**src/rtl/ram_gate_filter.sv**
```systemverilog
module ram_gate_filter #(
  parameter int AW = 4,
  parameter int DW = 8,
  parameter int CW = 16
) (
  input  logic          clk,
  input  logic          rst_n,
  input  logic          req_rd,
  input  logic          req_wr,
  input  logic          req_obs,
  input  logic [AW-1:0] req_addr,
  input  logic [DW-1:0] req_wdata,
  output logic [DW-1:0] rsp_rdata,
  output logic          mem_rd_en,
  output logic          mem_wr_en,
  output logic [AW-1:0] mem_addr,
  output logic [DW-1:0] mem_wdata,
  input  logic [DW-1:0] mem_rdata,
  output logic [CW-1:0] rd_drop_cnt,
  output logic [CW-1:0] wr_drop_cnt
);

  logic          rd_vld_q, wr_vld_q, rd_pend_q;
  logic [AW-1:0] rd_addr_q, wr_addr_q;
  logic [DW-1:0] wr_data_q, hold_q;

  logic rd_req, rd_same, wr_same;

  assign rd_req  = req_rd && !req_wr;
  assign rd_same = rd_vld_q && (req_addr == rd_addr_q);
  assign wr_same = wr_vld_q && (req_addr == wr_addr_q) && (req_wdata == wr_data_q);

  assign mem_rd_en = rd_req && req_obs && !rd_same;
  assign mem_wr_en = req_wr && !wr_same;
  assign mem_addr  = req_addr;
  assign mem_wdata = req_wdata;
  assign rsp_rdata = rd_pend_q ? mem_rdata : hold_q;

  always_ff @(posedge clk or negedge rst_n) begin
    if (!rst_n) begin
      rd_vld_q    <= 1'b0;
      rd_addr_q   <= '0;
      rd_pend_q   <= 1'b0;
      hold_q      <= '0;
      rd_drop_cnt <= '0;
    end else begin
      rd_pend_q <= mem_rd_en;
      if (rd_pend_q) hold_q <= mem_rdata;
      if (req_wr) begin
        rd_vld_q <= 1'b0;
      end else if (mem_rd_en) begin
        rd_vld_q  <= 1'b1;
        rd_addr_q <= req_addr;
      end
      if (rd_req && !mem_rd_en) rd_drop_cnt <= rd_drop_cnt + 1'b1;
    end
  end

  always_ff @(posedge clk or negedge rst_n) begin
    if (!rst_n) begin
      wr_vld_q    <= 1'b0;
      wr_addr_q   <= '0;
      wr_data_q   <= '0;
      wr_drop_cnt <= '0;
    end else begin
      if (mem_wr_en) begin
        wr_vld_q  <= 1'b1;
        wr_addr_q <= req_addr;
        wr_data_q <= req_wdata;
      end
      if (req_wr && !mem_wr_en) wr_drop_cnt <= wr_drop_cnt + 1'b1;
    end
  end

endmodule

```
**config.mk**
```make
export PLATFORM = sky130hd
export DESIGN_NAME = ram_gate_filter
export DESIGN_NICKNAME = d
export VERILOG_FILES = /design/src/rtl/ram_gate_filter.sv
export SDC_FILE = /design/constraint.sdc
export NUM_CORES = 1
export LEC_CHECK = 0
export BUFFER_PORTS_ARGS = -buffer_cell sky130_fd_sc_hd__clkbuf_2
export CAP_MARGIN = 5
export CORE_MARGIN = 2
export CORE_UTILIZATION = 52
export DETAILED_ROUTE_END_ITERATION = 8
export PLACE_DENSITY = 0.76
export SLEW_MARGIN = 40
export SYNTH_ARGS = -nofsm -noshare
export SYNTH_HDL_FRONTEND = slang
export SYNTH_SLANG_ARGS = --single-unit
```
**constraint.sdc**
```tcl
create_clock -name clk -period 2.49 [get_ports clk]
set_input_delay 0 -clock clk [delete_from_list [all_inputs] [get_ports clk]]
set_output_delay 0 -clock clk [all_outputs]
set_load 0.01 [all_outputs]
```
Word level (Yosys, flattened, before mapping)
Index checks and enable logic that the tools add are counted.
W data, S select, Z words.
{"block": "word_totals", "reg_bits": 59, "elab_cells": 34}
{"block": "classes", "reduce_logical": 16, "n_eq_ne": 3, "muxes": 3, "bitwise": 1, "addsub": 2}
{"operator": "$add A16 B1 Y16 const B", "count": 2}
{"operator": "$logic_and A1 B1 Y1", "count": 9}
{"operator": "$eq A4 B4 Y1", "count": 2}
{"operator": "$eq A8 B8 Y1", "count": 1}
{"operator": "$mux W8", "count": 1}
{"operator": "$logic_not A1 Y1", "count": 5}
{"operator": "$mux W1", "count": 2}
{"operator": "$reduce_and A2 Y1", "count": 1}
{"operator": "$reduce_bool A2 Y1", "count": 1}
{"operator": "$not A1 Y1", "count": 1}

Longest topological paths before layout
Gate-level depths: netlist (run 1).
{"block": "logic_depth", "ltp_word": 7, "mapped_depth": 6, "ltp_nobuf": 5}

Worst setup path before layout (run 1)
OpenSTA, ideal clock, no wires.
{"block": "synth_path", "kind": "reg-to-reg", "from": "register wr_data_q[7]", "to": "register wr_addr_q[3]", "setup_time_ps": 125, "slack_ps": 671, "path_stages_with_launch": 7, "arrival_time_ps": 1694, "synth_period_minus_slack_ps": 1819, "path_cell_list": "dfrtp_1 xnor2_1 nand4_1 nor4_2 nand2b_1 buf_2 mux2_2"}
{"block": "synth_via", "elab_chain_cells": 4}
{"item": "start: declaration", "line": "25", "source": "logic [DW-1:0] wr_data_q, hold_q;"}
{"item": "start signal: assignment", "line": "69", "source": "wr_data_q <= req_wdata;"}
{"item": "$eq A8 B8 Y1", "line": "31", "source": "assign wr_same = wr_vld_q && (req_addr == wr_addr_q) && (req_wdata == wr_data_q);"}
{"item": "$logic_and A1 B1 Y1", "line": "31"}
{"item": "$logic_not A1 Y1", "line": "34", "source": "assign mem_wr_en = req_wr && !wr_same;"}
{"item": "$logic_and A1 B1 Y1", "line": "34"}
{"item": "end signal: assignment", "line": "68", "source": "wr_addr_q <= req_addr;"}
{"item": "end: declaration", "line": "24", "source": "logic [AW-1:0] rd_addr_q, wr_addr_q;"}
Every way passes these cells.
A chain may end at the register's enable or synchronous reset.

Worst setup path in the final report (run 1)
{"block": "layout_path", "from": "register wr_data_q[6]", "to": "output mem_wr_en"}
{"block": "layout_via", "elab_chain_cells": 4}
{"item": "$eq A8 B8 Y1", "line": "31"}
{"item": "$logic_and A1 B1 Y1", "line": "31"}
{"item": "$logic_not A1 Y1", "line": "34"}
{"item": "$logic_and A1 B1 Y1", "line": "34"}
{"item": "end: declaration", "line": "15", "source": "output logic mem_wr_en,"}
Every way passes these cells.

==> results of run 1 <==
## sequential cells by signal, indices dropped and copies added (netlist names)
name,count
wr_addr_q,4
hold_q,8
wr_data_q,8
rd_drop_cnt,16
wr_vld_q,1
rd_vld_q,1
rd_addr_q,4
rd_pend_q,1
wr_drop_cnt,16
## worst max-delay path, cell delays in order, from the launching register on
cell and delay [ns]:
dfrtp_1 0.39, xnor2_1 0.15, nand4_1 0.21, nor4_2 0.46, nand2b_1 0.36, inv_1 0.08, clkbuf_2 0.13
## repair_timing
action / CTS / global route
setup endpoints to repair: 0 / 0
hold buffers: 18 / 0
endpoints found under the hold margin: 53 / 0
## worst paths after layout
check / startpoint / to / slack (ns)
worst max-delay path: wr_data_q[6]$_DFFE_PN0P_ / mem_wr_en / 0.37
min in group asynchronous: rst_n / hold_q[6]$_DFF_PN0_ / 0.21
worst min-delay path: req_addr[2] / wr_addr_q[2]$_DFFE_PN0P_ / 0.02
max in group asynchronous: rst_n / wr_drop_cnt[3]$_DFFE_PN0P_ / 1.65
worst max register to register: wr_data_q[6]$_DFFE_PN0P_ / wr_data_q[0]$_DFFE_PN0P_ / 0.42
worst min register to register: wr_drop_cnt[15]$_DFFE_PN0P_ / wr_drop_cnt[15]$_DFFE_PN0P_ / 0.48
## synthesized netlist by cell type
library cell  instances  area share (%)
a21o_1                1            0.27
nor2_1                7            0.94
o21ai_0               2            0.36
a222oi_1              1            0.36
a21oi_1               1            0.18
nand4_1              11             2.5
nor4b_2               2             1.1
clkbuf_1              2            0.27
nand2b_1              3            0.67
ha_1                  2            0.90
xnor2_1              30             9.4
a31o_2                1            0.31
nor2b_1               1            0.22
nor4_1                4            0.90
o2111a_1              1            0.40
a31oi_1               1            0.22
nor3_2                5             1.8
dfrtp_1              59              53
and3_1                4            0.90
o2111ai_1             1            0.31
buf_4                13             3.5
buf_2                 1            0.18
xor2_1               13             4.1
nor3_1                2            0.36
nor4_2                2            0.90
nand3_1              10             1.8
mux2_2               23             9.3
and2_1                1            0.22
nand2_1              17             2.3
or2_2                 1            0.22
inv_2                 1            0.13
and4_1                1            0.31
inv_1                 8             1.1
or4_4                 2            0.81
## power breakdown
group	switching, mW	internal [mW]	leakage (nW)
Clock	0.358	0.414	0.0905
Sequential	0.0768	1.06	0.742
Combinational	0.192	0.198	0.897
## stage by stage
step	hold WS [ns]	utilization [%]	total power [mW]
after floorplan	-0.296	-	1.37
after global placement	0.187	62.0	1.51
after detailed placement	0.0358	62.1	1.52
after CTS	0.00955	69.0	2.31
after global routing	0.0178	69.0	2.41
final	0.0198	69.0	2.30
## kinds of logic (layout without fill, tap and decap cells)
logic type,Yosys count,count (layout),share of synthesized area (%)
and+or+nand+nor,73,73,15.9
DFF,59,59,52.9
xor gates and xnor gates,43,43,13.5
buffers and inverters,25,125,5.15
muxes,23,23,9.28
AOI/OAI and AO/OA,9,9,2.42
adders and majority gates,2,2,0.896
## layout make-up
cell class / count / area share, %
well taps: 70 / 2.47
clock buffers: 14 / 4.59
flip-flops and latches: 59 / 41.7
repair buffers: 100 / 17.0
multi-input cells: 150 / 33.0
inverters: 9 / 0.953
clock inverters: 2 / 0.282
## per-layer routing
metal / vias up / wire length [um]
met1: 1064 / 2640
met5: - / 0
met4: 0 / 87
met2: 55 / 2920
met3: 8 / 244
li1: 991 / -
==> impl_metrics.yaml, run 1 <==
synthesis:
  netlist_instances: 234
  netlist_area_um2: 2790
  ys_ff_latch: 59
  syn_nets: 261
  ys_seq_area_share_pct: 52.9
  yosys_warnings: 0
  synth.avg_cell_area_um2: 11.9
  synth_cell_type_count: 34
cts:
  cts_buffers: 9
  cts.sinks: 59
  clk_latency_ns: 0.33
  clockBufferDepth: 2
  post_cts_buffers: 0
  cts_resized: 0
  cts_tree: "built"
  ctsRootBufferMaster: "clkbuf_8"
  htree_levels: 3
  clk_pin_slew_worst_paths_ns: 0.07
grt:
  grt_pass1_vias: 2063
  track_usage_pct: 21.5
  grt_pass1_wl_mm: 9.84
  top_usage_layer: "met2"
  antenna_found_initial: 0
  grt_max_degree: 39
  met2_usage_pct: 34.5
  grt_overflow_total: 0
  use_met3_pct: 5.65
  grt_use_met1_pct: 27.5
floorplan:
  die_w_um: 77.3
  boundaryPins: 79
  start_util_pct: 54.3
  die_area_um2: 5970
  fp.coreArea_um2: 5140
  fp.dieH_um: 77.3
  rows: 26
timing:
  setup_viol: 0
  layout_setup_ws_ns: 0.370
  maxSlewHeadroom_pct: 56.5
  rsz0062_at_grt: "false"
  hold_violations: 0
  clock_skew_ns: 0.00821
  period_share_pct: 85.1
  maxSlewViolCount: 0
  max_slew.worst_pin.slew_ns: 0.648
  period_needed_ns: 2.12
  tns_ns: 0
  fmax_mhz: 472
worst_setup_path:
  startpoint_type: "flop"
  critPathCaptureType: "primary output"
  path_max_fanout: 7
  required_ns: 2.49
  crit_arrival_ns: 2.12
  r2r.worst_path.cells: 5
  path_class: "flop to primary output"
detailed_routing:
  post-route-drc-count: 0
  routed-via-count: 2118
  postRouteAntennaNets: 0
  routed_wl_mm: 5.89
  drtIter0Drc: 110
  vias_per_cell: 5.24
  wl_per_cell_um: 14.6
  drtPass1Iterations: 4
layout:
  final_cell_area_um2: 3540
  final_cell_mix: "clkbuf_2 (77), dfrtp_1 (59), xnor2_1 (30), mux2_2 (23), dlygate4sd3_1 (18)"
  fin_nets: 356
  layout_commonest_cell: "clkbuf_2"
  area_growth_pct: 27.0
  multi_input_area_um2: 1170
  seq_area_um2: 1480
  nFillCells: 420
  drive_above_1_share_pct: 39.5
  fin_cells: 404
  n_antenna_cell: 0
placed_design:
  pre_cts_slack_ns: 0.413
  gp_congestion: 0.790
  dp_hpwl_mm: 4.08
  post-place-cells: 370
  io_buffers: 78
  placed_area_um2: 3190
run:
  cap_viol_max_count: 0
status:
  run_status: "finished, final reports clean"
pwr:
  ir_drop_v: 0.000535
  p_leak_nw: 1.73
  power_density_nw_per_um2: 648
min_path:
  hold_depth: 2
  hp-class: "primary input to flop"
(Power assumes the default switching activity.)
==> run 2: changes to the inputs <==
Settings changed: BUFFER_PORTS_ARGS -buffer_cell sky130_fd_sc_hd__clkbuf_2 to default, CORE_MARGIN 2 to default, CORE_UTILIZATION 52 to 45, DONT_BUFFER_PORTS from default to 1, PLACE_DENSITY 0.76 to 0.56.
==> run 2 against run 1 <==
Net effect:
- die area rose by 9.3%
- non-clock buffer count is 71 lower
- utilization is 14 points lower
- wire length fell by 8.9%
- total power grew 4.1%
- clock skew increased by 0.0037 ns
- sequential power is essentially flat
- setup slack gained 0.062 ns
- sequential cell count is the same
- register-to-register slack about the same
- combinational power fell by 29%
- cell count decreased by 16%
- critical path type is now flop to flop
- critical endpoint is now wr_data_q[3]$_DFFE_PN0P_
==> impl_metrics.yaml, run 2 (same netlist as run 1, synthesis figures left out) <==
pwr:
  p_total_mw: 2.39
  power_density_nw_per_um2: 725
  p_leak_nw: 1.44
  ir_drop_v: 0.000417
cts:
  cts_buffers: 9
  cts_tree: "built"
  htree_levels: 3
  ctsRootBufferMaster: "clkbuf_8"
  cts.sinks: 59
  clockBufferDepth: 2
  clk_pin_slew_worst_paths_ns: 0.08
  cts_resized: 0
  clk_latency_ns: 0.35
detailed_routing:
  routed-via-count: 1783
  drtIter0Drc: 60
  postRouteAntennaNets: 0
  vias_per_cell: 5.28
  routed_wl_mm: 5.37
  post-route-drc-count: 0
  wl_per_cell_um: 15.9
  drtPass1Iterations: 4
layout:
  final_cell_mix: "dfrtp_1 (59), xnor2_1 (30), dlygate4sd3_1 (25), mux2_2 (23), nand2_1 (17)"
  final_util_pct: 55.4
  fin_nets: 285
  drive_above_1_share_pct: 22.1
  n_antenna_cell: 0
  reg_top3: "rd_drop_cnt (16), wr_drop_cnt (16)"
  final_cell_area_um2: 3300
  nFillCells: 517
  area_growth_pct: 18.2
  layout_commonest_cell: "dfrtp_1"
worst_setup_path:
  crit_buf_inv: 0
  endpoint: "wr_data_q[3]$_DFFE_PN0P_"
  required_ns: 2.73
  r2r.worst_path.cells: 5
  startpoint_type: "flop"
  slowest_delay_ns: 0.41
  cp.depth: 5
  reg2reg_to: "wr_data_q[3]$_DFFE_PN0P_"
  crit_start: "wr_data_q[5]$_DFFE_PN0P_"
  path_class: "flop to flop"
  crit_family: "simple AND/OR/NAND/NOR gates"
  cp_slowest_cell: "nor4_2"
  path_max_fanout: 7
  r2r_start: "wr_data_q[5]$_DFFE_PN0P_"
  r2r_slack_ns: 0.43
  cp_cell_sequence: "xnor2_1 > nand4_1 > nor4_2 > nand2b_1 > mux2_2"
  critPathCaptureType: "flop"
  crit_arrival_ns: 2.30
status:
  run_status: "finished, final reports clean"
placed_design:
  dp_hpwl_mm: 3.58
  placed_area_um2: 2800
  io_buffers: 0
  gp_congestion: 0.700
floorplan:
  die_area_um2: 6520
  boundaryPins: 79
  fp.coreArea_um2: 5960
  die_w_um: 80.8
  fp.dieH_um: 80.8
  start_util_pct: 46.9
  rows: 28
grt:
  track_usage_pct: 19.2
  grt_pass1_wl_mm: 9.18
  antenna_found_initial: 0
  grt_overflow_total: 0
  grt_pass1_vias: 1940
  grt_max_degree: 60
timing:
  fmax_mhz: 486
  clock_skew_ns: 0.0119
  period_share_pct: 82.6
  setup_viol: 0
  maxSlewHeadroom_pct: 61.0
  rsz0062_at_grt: "false"
  hold_violations: 0
  max_slew.worst_pin.slew_ns: 0.583
  tns_ns: 0
  period_needed_ns: 2.06
  maxSlewViolCount: 0
min_path:
  hp-class: "primary input to primary output"
run:
  cap_viol_max_count: 0
==> run 2: what timing repair did <==
action                                 CTS  global route
setup buffers                            0             0
endpoints found under the hold margin   93             0
hold buffers                            26             0
==> run 2: worst reg2reg max path, stage by stage, from the launching register on <==
cell and delay [ns]:
dfrtp_1 0.39, xnor2_1 0.17, nand4_1 0.26, nor4_2 0.41, nand2b_1 0.35, mux2_2 0.38
==> run 2: layout make-up <==
class                      count  area, um2  share of cell area [%]
inverter                       9       33.8                    1.02
clock inverter                 7       92.6                    2.81
multi-input combinational    150       1180                    35.7
tap                           75       93.8                    2.85
sequential                    59       1480                    44.8
timing repair buffer          29        300                    9.10
clock buffer                   9        124                    3.76
==> run 2: how the worst min path moves through the flow <==
stage	from	slack (ns)	end	cells past startpoint
after floorplan	rst_n	-0.30	hold_q[0]$_DFF_PN0_	0
after global placement	rst_n	-0.29	hold_q[5]$_DFF_PN0_	0
after detailed placement	rst_n	-0.29	hold_q[5]$_DFF_PN0_	0
after CTS	req_wdata[1]	0.0001	mem_wdata[1]	0
after global routing	req_wdata[7]	0.00002	mem_wdata[7]	0
final	req_wdata[5]	0.000005	mem_wdata[5]	0
==> run 2: per-layer routing <==
layer | vias up | track usage, % | wire [um]
met5 | - | 0 | 0
met4 | 0 | 8.57 | 66
met3 | 7 | 7.42 | 338
met2 | 50 | 31.5 | 2630
met1 | 880 | 22.3 | 2330
li1 | 846 | - | -
==> run 2: report_power, final <==
group	internal, mW	total (mW)	switching, mW
Sequential	1.06	1.16	0.100
Combinational	0.149	0.278	0.129
Clock	0.559	0.955	0.397
Total	1.76	2.39	0.626
==> run 2: stage by stage <==
stage / setup WS, ns / hold WS [ns] / instances
floorplan: 0.671 / -0.296 / 234
global placement: 0.437 / -0.295 / 296
detailed placement: 0.460 / -0.294 / 296
CTS: 0.428 / 0.0000998 / 338
global route: 0.268 / 0.0000197 / 338
finish: 0.432 / 0.00000532 / 338
